===== config.mk =====
export PLATFORM = sky130hd
export DESIGN_NAME = hz_branch_id_ctrl
export DESIGN_NICKNAME = d
export VERILOG_FILES = /design/src/rtl/hz_pkg.sv /design/src/rtl/hz_fwd_pick.sv /design/src/rtl/hz_load_use.sv /design/src/rtl/hz_branch_stall.sv /design/src/rtl/hz_branch_id_ctrl.sv
export SDC_FILE = /design/constraint.sdc
export NUM_CORES = 1
export LEC_CHECK = 0
export ABC_AREA = 0
export BUFFER_PORTS_ARGS = -buffer_cell sky130_fd_sc_hd__clkbuf_2
export CAP_MARGIN = 40
export CORE_ASPECT_RATIO = 0.75
export CORE_UTILIZATION = 30
export DETAILED_ROUTE_END_ITERATION = 12
export PLACE_DENSITY = 0.65
export SYNTH_ARGS = -nofsm -noshare
export SYNTH_HDL_FRONTEND = slang
export SYNTH_HIERARCHICAL = 1
export SYNTH_SLANG_ARGS = --single-unit

===== constraint.sdc =====
create_clock -name vclk -period 1.05
set_input_delay 0.105 -clock vclk [all_inputs]
set_output_delay 0.105 -clock vclk [all_outputs]
set_load 0.02 [all_outputs]

===== src/rtl/hz_pkg.sv =====
package hz_pkg;
  typedef enum logic [1:0] {
    FWD_RF  = 2'b00,
    FWD_WB  = 2'b01,
    FWD_MEM = 2'b10
  } fwd_e;
endpackage


===== src/rtl/hz_fwd_pick.sv =====
module hz_fwd_pick #(
  parameter int   REG_W         = 5,
  parameter logic SKIP_MEM_LOAD = 1'b0
) (
  input  logic [REG_W-1:0] src,
  input  logic             mem_we,
  input  logic             mem_ld,
  input  logic [REG_W-1:0] mem_rd,
  input  logic             wb_we,
  input  logic [REG_W-1:0] wb_rd,
  output hz_pkg::fwd_e     sel
);
  localparam logic [REG_W-1:0] ZERO_REG = '1;

  function automatic logic produces(input logic we, input logic [REG_W-1:0] dst,
                                    input logic [REG_W-1:0] want);
    return we && (dst != ZERO_REG) && (dst == want);
  endfunction

  logic mem_hit;
  logic mem_ok;
  logic wb_hit;

  assign mem_hit = produces(mem_we, mem_rd, src);
  assign mem_ok  = mem_hit && !(SKIP_MEM_LOAD && mem_ld);
  assign wb_hit  = produces(wb_we, wb_rd, src) && !mem_hit;

  always_comb begin
    if (mem_ok)      sel = hz_pkg::FWD_MEM;
    else if (wb_hit) sel = hz_pkg::FWD_WB;
    else             sel = hz_pkg::FWD_RF;
  end
endmodule


===== src/rtl/hz_load_use.sv =====
module hz_load_use #(
  parameter int REG_W = 5
) (
  input  logic             ex_we,
  input  logic             ex_ld,
  input  logic [REG_W-1:0] ex_rd,
  input  logic             use_rn,
  input  logic             use_rm,
  input  logic [REG_W-1:0] id_rn,
  input  logic [REG_W-1:0] id_rm,
  output logic             stall
);
  localparam logic [REG_W-1:0] ZERO_REG = '1;

  function automatic logic waits_on(input logic used, input logic [REG_W-1:0] s,
                                    input logic [REG_W-1:0] d);
    return used && (s == d) && (d != ZERO_REG);
  endfunction

  logic load_live;
  assign load_live = ex_we && ex_ld;
  assign stall = load_live &&
                 (waits_on(use_rn, id_rn, ex_rd) || waits_on(use_rm, id_rm, ex_rd));
endmodule


===== src/rtl/hz_branch_stall.sv =====
module hz_branch_stall #(
  parameter int REG_W = 5
) (
  input  logic             is_cbr,
  input  logic [REG_W-1:0] rt,
  input  logic             ex_we,
  input  logic [REG_W-1:0] ex_rd,
  input  logic             mem_we,
  input  logic             mem_ld,
  input  logic [REG_W-1:0] mem_rd,
  output logic             stall_ex,
  output logic             stall_memld
);
  localparam logic [REG_W-1:0] ZERO_REG = '1;

  function automatic logic writes_rt(input logic we, input logic [REG_W-1:0] d,
                                     input logic [REG_W-1:0] t);
    return we && (d != ZERO_REG) && (d == t);
  endfunction

  assign stall_ex    = is_cbr && writes_rt(ex_we, ex_rd, rt);
  assign stall_memld = is_cbr && mem_ld && writes_rt(mem_we, mem_rd, rt);
endmodule


===== src/rtl/hz_branch_id_ctrl.sv =====
module hz_branch_id_ctrl #(
  parameter int REG_W = 5
) (
  input  logic             id_is_cbr,
  input  logic             id_br_taken,
  input  logic             id_use_rn,
  input  logic             id_use_rm,
  input  logic [REG_W-1:0] id_rn,
  input  logic [REG_W-1:0] id_rm,
  input  logic [REG_W-1:0] id_rt,
  input  logic [REG_W-1:0] ex_rn,
  input  logic [REG_W-1:0] ex_rm,
  input  logic [REG_W-1:0] ex_rd,
  input  logic             ex_regwrite,
  input  logic             ex_memread,
  input  logic [REG_W-1:0] mem_rd,
  input  logic             mem_regwrite,
  input  logic             mem_memread,
  input  logic [REG_W-1:0] wb_rd,
  input  logic             wb_regwrite,
  output logic             hold_fetch,
  output logic             bubble_idex,
  output logic             flush_ifid,
  output logic [1:0]       fwd_alu_a,
  output logic [1:0]       fwd_alu_b,
  output logic [1:0]       fwd_cmp
);
  localparam int N_OPND = 2;

  logic [N_OPND-1:0][REG_W-1:0] ex_src;
  hz_pkg::fwd_e                 opnd_sel [N_OPND];
  hz_pkg::fwd_e                 cmp_sel;

  logic lu_stall;
  logic br_stall_ex;
  logic br_stall_memld;
  logic stall_any;

  assign ex_src[0] = ex_rn;
  assign ex_src[1] = ex_rm;

  for (genvar g = 0; g < N_OPND; g++) begin : g_opnd
    hz_fwd_pick #(.REG_W(REG_W), .SKIP_MEM_LOAD(1'b0)) u_pick (
      .src   (ex_src[g]),
      .mem_we(mem_regwrite),
      .mem_ld(mem_memread),
      .mem_rd(mem_rd),
      .wb_we (wb_regwrite),
      .wb_rd (wb_rd),
      .sel   (opnd_sel[g])
    );
  end

  hz_fwd_pick #(.REG_W(REG_W), .SKIP_MEM_LOAD(1'b1)) u_cmp_pick (
    .src   (id_rt),
    .mem_we(mem_regwrite),
    .mem_ld(mem_memread),
    .mem_rd(mem_rd),
    .wb_we (wb_regwrite),
    .wb_rd (wb_rd),
    .sel   (cmp_sel)
  );

  hz_load_use #(.REG_W(REG_W)) u_lu (
    .ex_we (ex_regwrite),
    .ex_ld (ex_memread),
    .ex_rd (ex_rd),
    .use_rn(id_use_rn),
    .use_rm(id_use_rm),
    .id_rn (id_rn),
    .id_rm (id_rm),
    .stall (lu_stall)
  );

  hz_branch_stall #(.REG_W(REG_W)) u_bs (
    .is_cbr     (id_is_cbr),
    .rt         (id_rt),
    .ex_we      (ex_regwrite),
    .ex_rd      (ex_rd),
    .mem_we     (mem_regwrite),
    .mem_ld     (mem_memread),
    .mem_rd     (mem_rd),
    .stall_ex   (br_stall_ex),
    .stall_memld(br_stall_memld)
  );

  assign stall_any   = lu_stall || br_stall_ex || br_stall_memld;
  assign hold_fetch  = stall_any;
  assign bubble_idex = stall_any;
  assign flush_ifid  = id_is_cbr && id_br_taken && !stall_any;
  assign fwd_alu_a   = opnd_sel[0];
  assign fwd_alu_b   = opnd_sel[1];
  assign fwd_cmp     = cmp_sel;
endmodule


==> summary.md <==
| Metric | Value |
|---|---|
| Syn_nets | 155 |
| Post-Place Worst Slack | -0.4360 ns |
| Synth Instances | between 100 and 150 |
| Failing checks | negative setup slack |
| N_diodes | 0 |
| Slack of the critical path | -0.3785 ns |
| Register area | 0 sq um |
| Initial Util | 32.75% |
| CORE AREA | 2365 sq um |
| First-pass GRT wire length | 4.912 mm |
| Crit path arrival time | 1.32 ns |
| Combinational power share | 100.0% |
| CP endpoint kind | output pin |
| Tcrit/Tclk final | 136.0% |
| Area Growth Syn to Fin | 107.8% |
| PD cells | 405.5 nW/um^2 |
| Critical path buffer and inverter count | 2 |
| Slew HR | 78.63% |
| Clock buffers | 0 |
| DR DRC count | 0 |
| Synth cell types | 22 |
| Syn Area/Cell | 7.307 sq um |
| Overflow left after global routing | 0 |
| Fillers | 171 |
| HP Class | primary input to output pin |
| Switching share of power | 47.40% |
| Worst hold endpoint | flush_ifid |
| Ordered cell list for the critical path | clkbuf_8 -> xor2_1 -> nor4_1 -> nand3_1 -> a21oi_2 -> or3_4 -> nor2_4 -> buf_8 |
| Final Hold Viols | 0 |
| Core Util, Final | roughly two thirds |
| Drt first pass iters | 4 |
| Synth Area in Compound Gates | 14.54% |
| Wire per inst | 17.43 um |
| Largest family of logic cells by synthesized area | XOR/XNOR gates |
| Synth area leader | xor2_1 |
| GRT Resource Usage Total | 23.61% |
| Psw | ~310 uW |
| Nets | 236 |
| # hold bufs at CTS | 0 |
| CP Max Fanout | 4 |
| CP Launch Type | primary input |
| Sequential area share after synthesis | 0% |
| Pins Over Slew Limit | 0 |
| Chip width | 60.67 um |
| DRT antenna net count | 0 |
| RePlAce Congestion | 0.8635 |
| Cell Int Power | 343.2 uW |
| Run status | finished with violations |
| Total vias in the final route | between 1000 and 1500 |
| Post-Synth Simple-Gate Area | about a third |
| Die area | 2791 sq um |
| Final WL | 3.818 mm |
| Initial DRC Count | 44 |
| Multiplexer area fraction after synthesis | 0% |
| CP Class | primary input to output pin |
| Unrepaired setup endpoints after global routing | yes |
| Required time worst endpoint | 0.94 ns |
| Post-Syn Area | 774.5 sq um |
| Ports | just under 60 |
| Clock power share | 0% |
| Post-synth top area share | 26.01% |
| Vias in the first global route | 1061 |
| Synth area leaders | xor2_1, xnor2_1, nand3_1 |
| Critical path's top delay family | simple AND/OR/NAND/NOR gates |
| Minimum clock period | 1.428 ns |
| PortBufs | 58 |
| Slowest CP cell | nor4_1 |
| Largest stage delay, worst path | 0.33 ns |
| Leakage | 0.7011 nW |
| Antenna violations before repair | 0 |
| # rows | 15 |
| Worst-Margin Slew | 0.3176 ns |
| Max IR drop VDD | 0.0001774 V |
| Largest net degree at the start of global routing | 7 |
| Synth warn | 6 |
| Via density | 5.292 |
| Share of layout cells above drive strength 1 | 60.54% |
| HPWL after DPL | between 2 and 2.5 mm |
| Area share of fa/ha/maj cells after synthesis | 0% |
| Post-synthesis xor/xnor area fraction | 47.50% |
| Min-delay src | id_br_taken |
| Seq Cell Count | 0 |
| Hold Path Depth | 4 |
| Maxcap violations | 0 |
| Achievable Freq | 700.0 MHz |
| Number of setup violations in the final report | 9 |
| Part of the power in registers | 0% |
| Die height | 46.01 um |
-- how the worst max path moves through the flow --
stage / slack [ns] / startpoint / depth (start not counted) / endpoint
finish: -0.38 / ex_rd[4] / 8 / flush_ifid
global route: -0.42 / ex_rd[1] / 8 / flush_ifid
CTS: -0.34 / ex_rd[4] / 8 / flush_ifid
detailed placement: -0.44 / ex_rd[0] / 8 / flush_ifid
global placement: -0.38 / ex_rd[0] / 8 / flush_ifid
floorplan: -0.09 / ex_rd[0] / 6 / hold_fetch
-- power by group through the flow --
stage          Clock [mW]  Sequential, mW  Combinational [mW]
6_report                0               0               0.652
5_1_grt                 0               0               0.682
4_1_cts                 0               0               0.555
3_5_place_dp            0               0               0.481
3_3_place_gp            0               0               0.466
2_1_floorplan           0               0               0.206
-- synthesized netlist by cell type, drive strengths merged --
library cell,n
nor3,10
a211oi,1
xnor2,19
a21oi,3
xor2,23
nor2,5
o2111ai,1
buf,4
inv,1
nand2,6
o21a,3
nand3,12
and2,2
or3,1
a41oi,2
o211ai,1
nor4,3
o2111a,2
nand4,7
-- what timing repair did --
item | CTS | global route
pin swaps | 18 | 24
endpoints found under the setup margin | 9 | 9
gates resized for setup | 35 | 41
buffers inserted | 2 | 0
-- cells by family after synthesis --
kind of cell	after synthesis
XOR/XNOR	42
AO/OA/AOI/OAI	13
AND/OR/NAND/NOR	46
buffers and inverters	5
-- final cells by class --
type,count,area (sq um),area share (%)
well taps,34,42.54,2.644
repair buffers,83,691.9,43.00
inverters,1,3.754,0.2333
multi-input cells,101,870.8,54.12
-- per-layer routing --
metal	track usage (%)	vias to the layer above	part of all wire, %
met5	0	-	0
met4	5.455	0	4.6
met3	1.989	22	5.8
met2	41.10	61	48
met1	31.61	539	42
li1	-	537	-
-- cells in the final DEF, fill, tap and decap left out, drive strengths merged, types with 3 or more instances in the layout --
cell	instances
clkbuf	43
buf	40
xor2	23
xnor2	19
nand3	12
nor3	10
nand4	7
nand2	6
nor2	5
o21a	3
a21oi	3
nor4	3
-- per-stage QoR --
step | cell area, sq um | TNS (ns) | hold slack [ns] | instances | power [mW]
detailed placement | 1255 | -2.727 | 0.5579 | 217 | 0.4810
CTS | 1458 | -2.134 | 0.5635 | 219 | 0.5546
floorplan | 783.3 | -0.1760 | 0.3373 | 106 | 0.2064
global route | 1609 | -2.516 | 0.5586 | 219 | 0.6817
global placement | 1255 | -2.411 | 0.5475 | 217 | 0.4661
finish | 1609 | -2.261 | 0.5394 | 219 | 0.6525
Note: power is estimated with default switching activity, not from simulation.
